## config.mk

```make
export PLATFORM = sky130hd
export DESIGN_NAME = wavegen_timer
export DESIGN_NICKNAME = d
export VERILOG_FILES = /design/src/rtl/wgt_pkg.sv /design/src/rtl/wgt_prescaler.sv /design/src/rtl/wgt_counter.sv /design/src/rtl/wgt_channel.sv /design/src/rtl/wavegen_timer.sv
export SDC_FILE = /design/constraint.sdc
export NUM_CORES = 1
export LEC_CHECK = 0
export ABC_AREA = 0
export BUFFER_PORTS_ARGS = -buffer_cell sky130_fd_sc_hd__buf_2
export CAP_MARGIN = 5
export CORE_MARGIN = 2
export CORE_UTILIZATION = 40
export CTS_CLUSTER_SIZE = 20
export DETAILED_ROUTE_END_ITERATION = 10
export PLACE_DENSITY = 0.6
export SYNTH_ARGS = -nofsm -noshare
export SYNTH_HDL_FRONTEND = slang
export SYNTH_SLANG_ARGS = --single-unit
```

## constraint.sdc

```tcl
create_clock -name clk -period 3.55 [get_ports clk]
set_clock_uncertainty 0.05 [all_clocks]
set_input_delay 0.355 -clock clk [delete_from_list [all_inputs] [get_ports clk]]
set_output_delay 0.355 -clock clk [all_outputs]
set_load 0.01 [all_outputs]
```

## src/rtl/wgt_pkg.sv

```systemverilog
package wgt_pkg;

    typedef enum logic [1:0] {
        WG_OFF = 2'd0,
        WG_FRQ = 2'd1,
        WG_PWM = 2'd2,
        WG_RSV = 2'd3
    } wg_mode_e;

    typedef struct packed {
        logic en;
        logic inv;
        logic dir;
        logic port;
    } pin_ctl_t;

    localparam int PSC_W    = 10;
    localparam int ADDR_CNT = 0;
    localparam int ADDR_PER = 1;
    localparam int ADDR_CC0 = 2;
    localparam logic [2:0] PSC_HALT = 3'd7;

    function automatic logic [PSC_W-1:0] presc_mask(input logic [2:0] sel);
        case (sel)
            3'd0:    return PSC_W'(0);
            3'd1:    return PSC_W'(1);
            3'd2:    return PSC_W'(3);
            3'd3:    return PSC_W'(7);
            3'd4:    return PSC_W'(63);
            3'd5:    return PSC_W'(255);
            default: return PSC_W'(1023);
        endcase
    endfunction

endpackage

```

## src/rtl/wgt_prescaler.sv

```systemverilog
module wgt_prescaler
    import wgt_pkg::*;
(
    input  logic       clk,
    input  logic       rst,
    input  logic [2:0] sel,
    output logic       tick
);
    logic [PSC_W-1:0] pc;
    logic [PSC_W-1:0] mask;

    assign mask = presc_mask(sel);
    assign tick = (sel != PSC_HALT) && ((pc & mask) == mask);

    always_ff @(posedge clk) begin
        if (rst) pc <= '0;
        else     pc <= pc + 1'b1;
    end
endmodule

```

## src/rtl/wgt_counter.sv

```systemverilog
module wgt_counter
    import wgt_pkg::*;
#(
    parameter int W   = 16,
    parameter int NCH = 4,
    parameter int AW  = 3
) (
    input  logic                    clk,
    input  logic                    rst,
    input  logic                    tick,
    input  wg_mode_e                mode,
    input  logic                    wr_en,
    input  logic [AW-1:0]           wr_addr,
    input  logic [W-1:0]            wr_data,
    output logic [W-1:0]            cnt,
    output logic [NCH-1:0][W-1:0]   cc_act
);
    localparam logic [AW-1:0] A_CNT = AW'(ADDR_CNT);
    localparam logic [AW-1:0] A_PER = AW'(ADDR_PER);

    logic [W-1:0]          per_buf, per_act, top;
    logic [NCH-1:0][W-1:0] cc_buf;
    logic                  cnt_wr, wrap;

    assign top    = (mode == WG_FRQ) ? cc_act[0] : per_act;
    assign cnt_wr = wr_en && (wr_addr == A_CNT);
    assign wrap   = tick && !cnt_wr && (cnt == top);

    always_ff @(posedge clk) begin
        if (rst) begin
            cnt     <= '0;
            per_buf <= '1;
            per_act <= '1;
            cc_buf  <= '0;
            cc_act  <= '0;
        end else begin
            if (wr_en && wr_addr == A_PER) per_buf <= wr_data;
            for (int k = 0; k < NCH; k++) begin
                if (wr_en && wr_addr == AW'(ADDR_CC0 + k)) cc_buf[k] <= wr_data;
            end
            if (cnt_wr)     cnt <= wr_data;
            else if (wrap)  cnt <= '0;
            else if (tick)  cnt <= cnt + 1'b1;
            if (wrap) begin
                per_act <= per_buf;
                cc_act  <= cc_buf;
            end
        end
    end
endmodule

```

## src/rtl/wgt_channel.sv

```systemverilog
module wgt_channel
    import wgt_pkg::*;
#(
    parameter int W       = 16,
    parameter bit FRQ_SRC = 1'b0
) (
    input  logic         clk,
    input  logic         rst,
    input  logic         tick,
    input  wg_mode_e     mode,
    input  logic [W-1:0] cnt,
    input  logic [W-1:0] cc,
    input  pin_ctl_t     ctl,
    output logic         pin
);
    logic tg, wg, drive, level;

    always_ff @(posedge clk) begin
        if (rst || mode != WG_FRQ) tg <= 1'b0;
        else if (tick && cnt == cc) tg <= ~tg;
    end

    assign wg    = (mode == WG_FRQ) ? tg : (cnt < cc);
    assign drive = ctl.en && ((mode == WG_PWM) || (mode == WG_FRQ && FRQ_SRC));
    assign level = drive ? wg : ctl.port;
    assign pin   = ctl.dir & (level ^ ctl.inv);
endmodule

```

## src/rtl/wavegen_timer.sv

```systemverilog
module wavegen_timer
    import wgt_pkg::*;
#(
    parameter int W   = 16,
    parameter int NCH = 4,
    parameter int AW  = $clog2(NCH + 2)
) (
    input  logic           clk,
    input  logic           rst,
    input  logic           wr_en,
    input  logic [AW-1:0]  wr_addr,
    input  logic [W-1:0]   wr_data,
    input  logic [1:0]     mode,
    input  logic [2:0]     presc_sel,
    input  logic [NCH-1:0] ch_en,
    input  logic [NCH-1:0] pin_inv,
    input  logic [NCH-1:0] pin_dir,
    input  logic [NCH-1:0] port_out,
    output logic [W-1:0]   cnt_o,
    output logic [NCH-1:0] pin_out
);
    wg_mode_e              md;
    logic                  tick;
    logic [W-1:0]          cnt;
    logic [NCH-1:0][W-1:0] cc_act;

    assign md    = wg_mode_e'(mode);
    assign cnt_o = cnt;

    wgt_prescaler u_psc (
        .clk (clk),
        .rst (rst),
        .sel (presc_sel),
        .tick(tick)
    );

    wgt_counter #(.W(W), .NCH(NCH), .AW(AW)) u_cnt (
        .clk    (clk),
        .rst    (rst),
        .tick   (tick),
        .mode   (md),
        .wr_en  (wr_en),
        .wr_addr(wr_addr),
        .wr_data(wr_data),
        .cnt    (cnt),
        .cc_act (cc_act)
    );

    for (genvar k = 0; k < NCH; k++) begin : g_ch
        pin_ctl_t ctl;
        assign ctl = '{en: ch_en[k], inv: pin_inv[k], dir: pin_dir[k], port: port_out[k]};
        wgt_channel #(.W(W), .FRQ_SRC(k == 0)) u_ch (
            .clk (clk),
            .rst (rst),
            .tick(tick),
            .mode(md),
            .cnt (cnt),
            .cc  (cc_act[k]),
            .ctl (ctl),
            .pin (pin_out[k])
        );
    end
endmodule

```

==> impl_metrics.ini <==
[synthesis]
synth.avg_cell_area_sq_um = 8.509
synth_edf_count = 0
ys_ff_latch = 190
synth_ff_type = dfxtp_1
yosysSeqAreaShare_pct = 37.28
syn_area_sq_um = 10200
synth.distinct_cells = 48
syn_inst = 1199
ys_async_sr_fraction_pct = 0
ys_warn_count = 0
syn-num-nets = 1310

[placed_design]
dp_hpwl_um = 17740
routabilityCongestion = 0.8106
io_buffers = 62

[cts]
cts_inserted_buffers = 17
cts_buffer_depth = 2
clk_pin_slew_ps = 70
cts_root_buffer = clkbuf_16
cts_resized = 0
h-tree-depth = 4
clock-sinks = 190
post_cts_buffers = 0
ctsHoldBuffers = 0
worstSkewPairLatency_ps = 440
tritoncts = done

[grt]
grt_pass1_vias = 7348
use_met3_pct = 2.828
busiest_layer = met2
grt_use_met2_pct = 32.75
grt_max_degree = 123
use_met1_pct = 27.64
grt_pass1_wl_um = 41410
grt_overflow = 0
grtUsageTotal_pct = 20.29
antenna_found_initial = 0

[die]
die_x_um = 163.7
fp.dieArea_sq_um = 26800
start_util_pct = 40.63
boundaryPins = 63
die_h_um = 163.7
core_sq_um = 25110
rows = 58

[setup_path]
r2r-start = u_cnt.cnt[4]
path_class = reg -> out
end_kind = output port
reg2reg_slack_ps = 910
setup.worst_path.end = pin_out[2]
setup.worst_path.start_class = flop
r2r_end = u_cnt.cc_act[10]
arrival_ps = 2910
critPathRequiredTime_ps = 3140
path_max_fanout = 11
worstRegToRegCells = 6
startpoint = u_cnt.cnt[2]

[final_layout]
drive_gt1_share_pct = 8.950
fillers = 2521
nets = 1330
fin_util_pct = 44.63
area_growth_pct = 9.848
seq_area_sq_um = 3804
final_cell_mix = dfxtp_1, nand2_1, nand2b_1
layout_commonest_cell = dfxtp_1
antennaDiodeCount = 0
multiInputGateArea_sq_um = 5714

[pwr]
peakVddDrop_v = 0.0003251
p_leak_nw = 3.945
pwr_density_cell_nw_per_um2 = 444.3

[detailed_routing]
wirelength_um = 26840
drtPass1Iterations = 5
routed_via_density = 5.173
post-route-drc-count = 0
drtIter0Drc = 577
ant_nets = 0
wl_per_cell_um = 17.22
dr_total_vias = 8065

[timing]
slew_headroom_pct = 36.18
finalWorstPathRequiredPeriod_ps = 3316
max_freq_ghz = 0.3015
fin_crit_sh_pct = 93.42
setup_viol = 0
tns_ps = 0
rsz0062_at_grt = no
worst_pin_slew_ps = 956.2
finalHoldViolations = 0
final-max-slew-violation-count = 0

[flow_run]
maxCapViolations = 0

[min_path]
holdCritPathClass = in -> reg

[run_status]
outcome = complete, no violations
==> state kept, by name, summed over array words and instances (netlist names) <==
name,flops
u_psc.pc,10
u_cnt.per_act,16
u_cnt.per_buf,16
u_cnt.cc_buf,64
u_cnt.cnt,16
u_cnt.cc_act,64
g_ch.u_ch.tg,4
==> metrics by stage <==
step / power (mW) / instances / hold slack (ps) / instance area (sq um) / setup WS [ps]
after global placement: 3.051 / 1530 / 392.5 / 10620 / 602.8
final: 4.980 / 1559 / 196.5 / 11210 / 233.5
after global routing: 5.193 / 1559 / 202.2 / 11210 / 48.67
after floorplan: 2.800 / 1199 / 386.8 / 10200 / 1193
after CTS: 5.013 / 1559 / 184.0 / 11210 / 148.4
after detailed placement: 3.061 / 1530 / 397.1 / 10620 / 540.0
==> critical path: stages, from the launching register on <==
cell and delay (ps):
dfxtp_1 760, ha_1 340, nand2_1 80, a21oi_1 40, a2111oi_0 400, o31a_1 210, a2bb2oi_1 280, mux2i_1 210
buf_2 140
==> report_power, final <==
part	switching (mW)	internal, mW	total (mW)	leakage, nW
registers	0.108	2.18	2.28	1.54
clock network	0.845	1.12	1.97	0.271
logic	0.404	0.326	0.730	2.14
total	1.36	3.62	4.98	3.95
==> how the worst min path moves through the flow <==
stage	from	end	slack [ps]	cells after the start
floorplan	u_cnt.cc_buf[0]	u_cnt.cc_buf[0]	390	2
global placement	u_cnt.cc_buf[39]	u_cnt.cc_buf[39]	390	2
detailed placement	u_cnt.cc_buf[46]	u_cnt.cc_buf[46]	400	2
CTS	wr_data[1]	u_cnt.cc_buf[17]	180	3
global route	wr_data[8]	u_cnt.cc_buf[8]	200	3
finish	wr_data[1]	u_cnt.cc_buf[49]	200	3
==> area by class of cell <==
cell class	count	area share (%)
multi-input cells	869	50.99
flip-flops and latches	190	33.94
clock buffers	20	3.986
repair buffers	73	3.896
well taps	330	3.684
inverters	68	2.278
clock inverters	9	1.228
==> metal layers <==
| metal | share of wire [%] | wire length [um] |
|---|---|---|
| met1 | 48 | 12770 |
| met2 | 46 | 12410 |
| met3 | 3.7 | 980 |
| met4 | 2.5 | 682 |
| met5 | 0 | 0 |
==> cell families (layout without fill, tap and decap cells) <==
family / count (synthesis) / after routing / synth area share (%)
xor+xnor: 28 / 28 / 2.404
simple gates: 487 / 487 / 23.38
fa+ha+maj: 68 / 68 / 8.340
mux: 103 / 103 / 10.14
buf+inv: 140 / 170 / 6.941
flops: 190 / 190 / 37.28
compound gates: 183 / 183 / 11.52
==> synth_stat cells, types with 8 or more instances <==
master / number / share of area, %
a211o_1: 16 / 1.4
a21oi_1: 90 / 4.4
a2bb2oi_1: 18 / 1.5
buf_12: 9 / 1.8
clkbuf_1: 49 / 1.8
dfxtp_1: 190 / 37
ha_1: 68 / 8.3
inv_1: 68 / 2.5
mux2i_1: 100 / 9.8
nand2_1: 185 / 6.8
nand2b_1: 138 / 8.5
nand3_1: 23 / 1.1
nand4_1: 12 / 0.74
nor2_1: 72 / 2.6
nor2b_1: 24 / 1.5
nor3_1: 11 / 0.54
o21ai_0: 8 / 0.39
o22ai_1: 15 / 0.92
xnor2_1: 19 / 1.6
xor2_1: 9 / 0.77
Note: power is estimated with default switching activity, not from simulation.
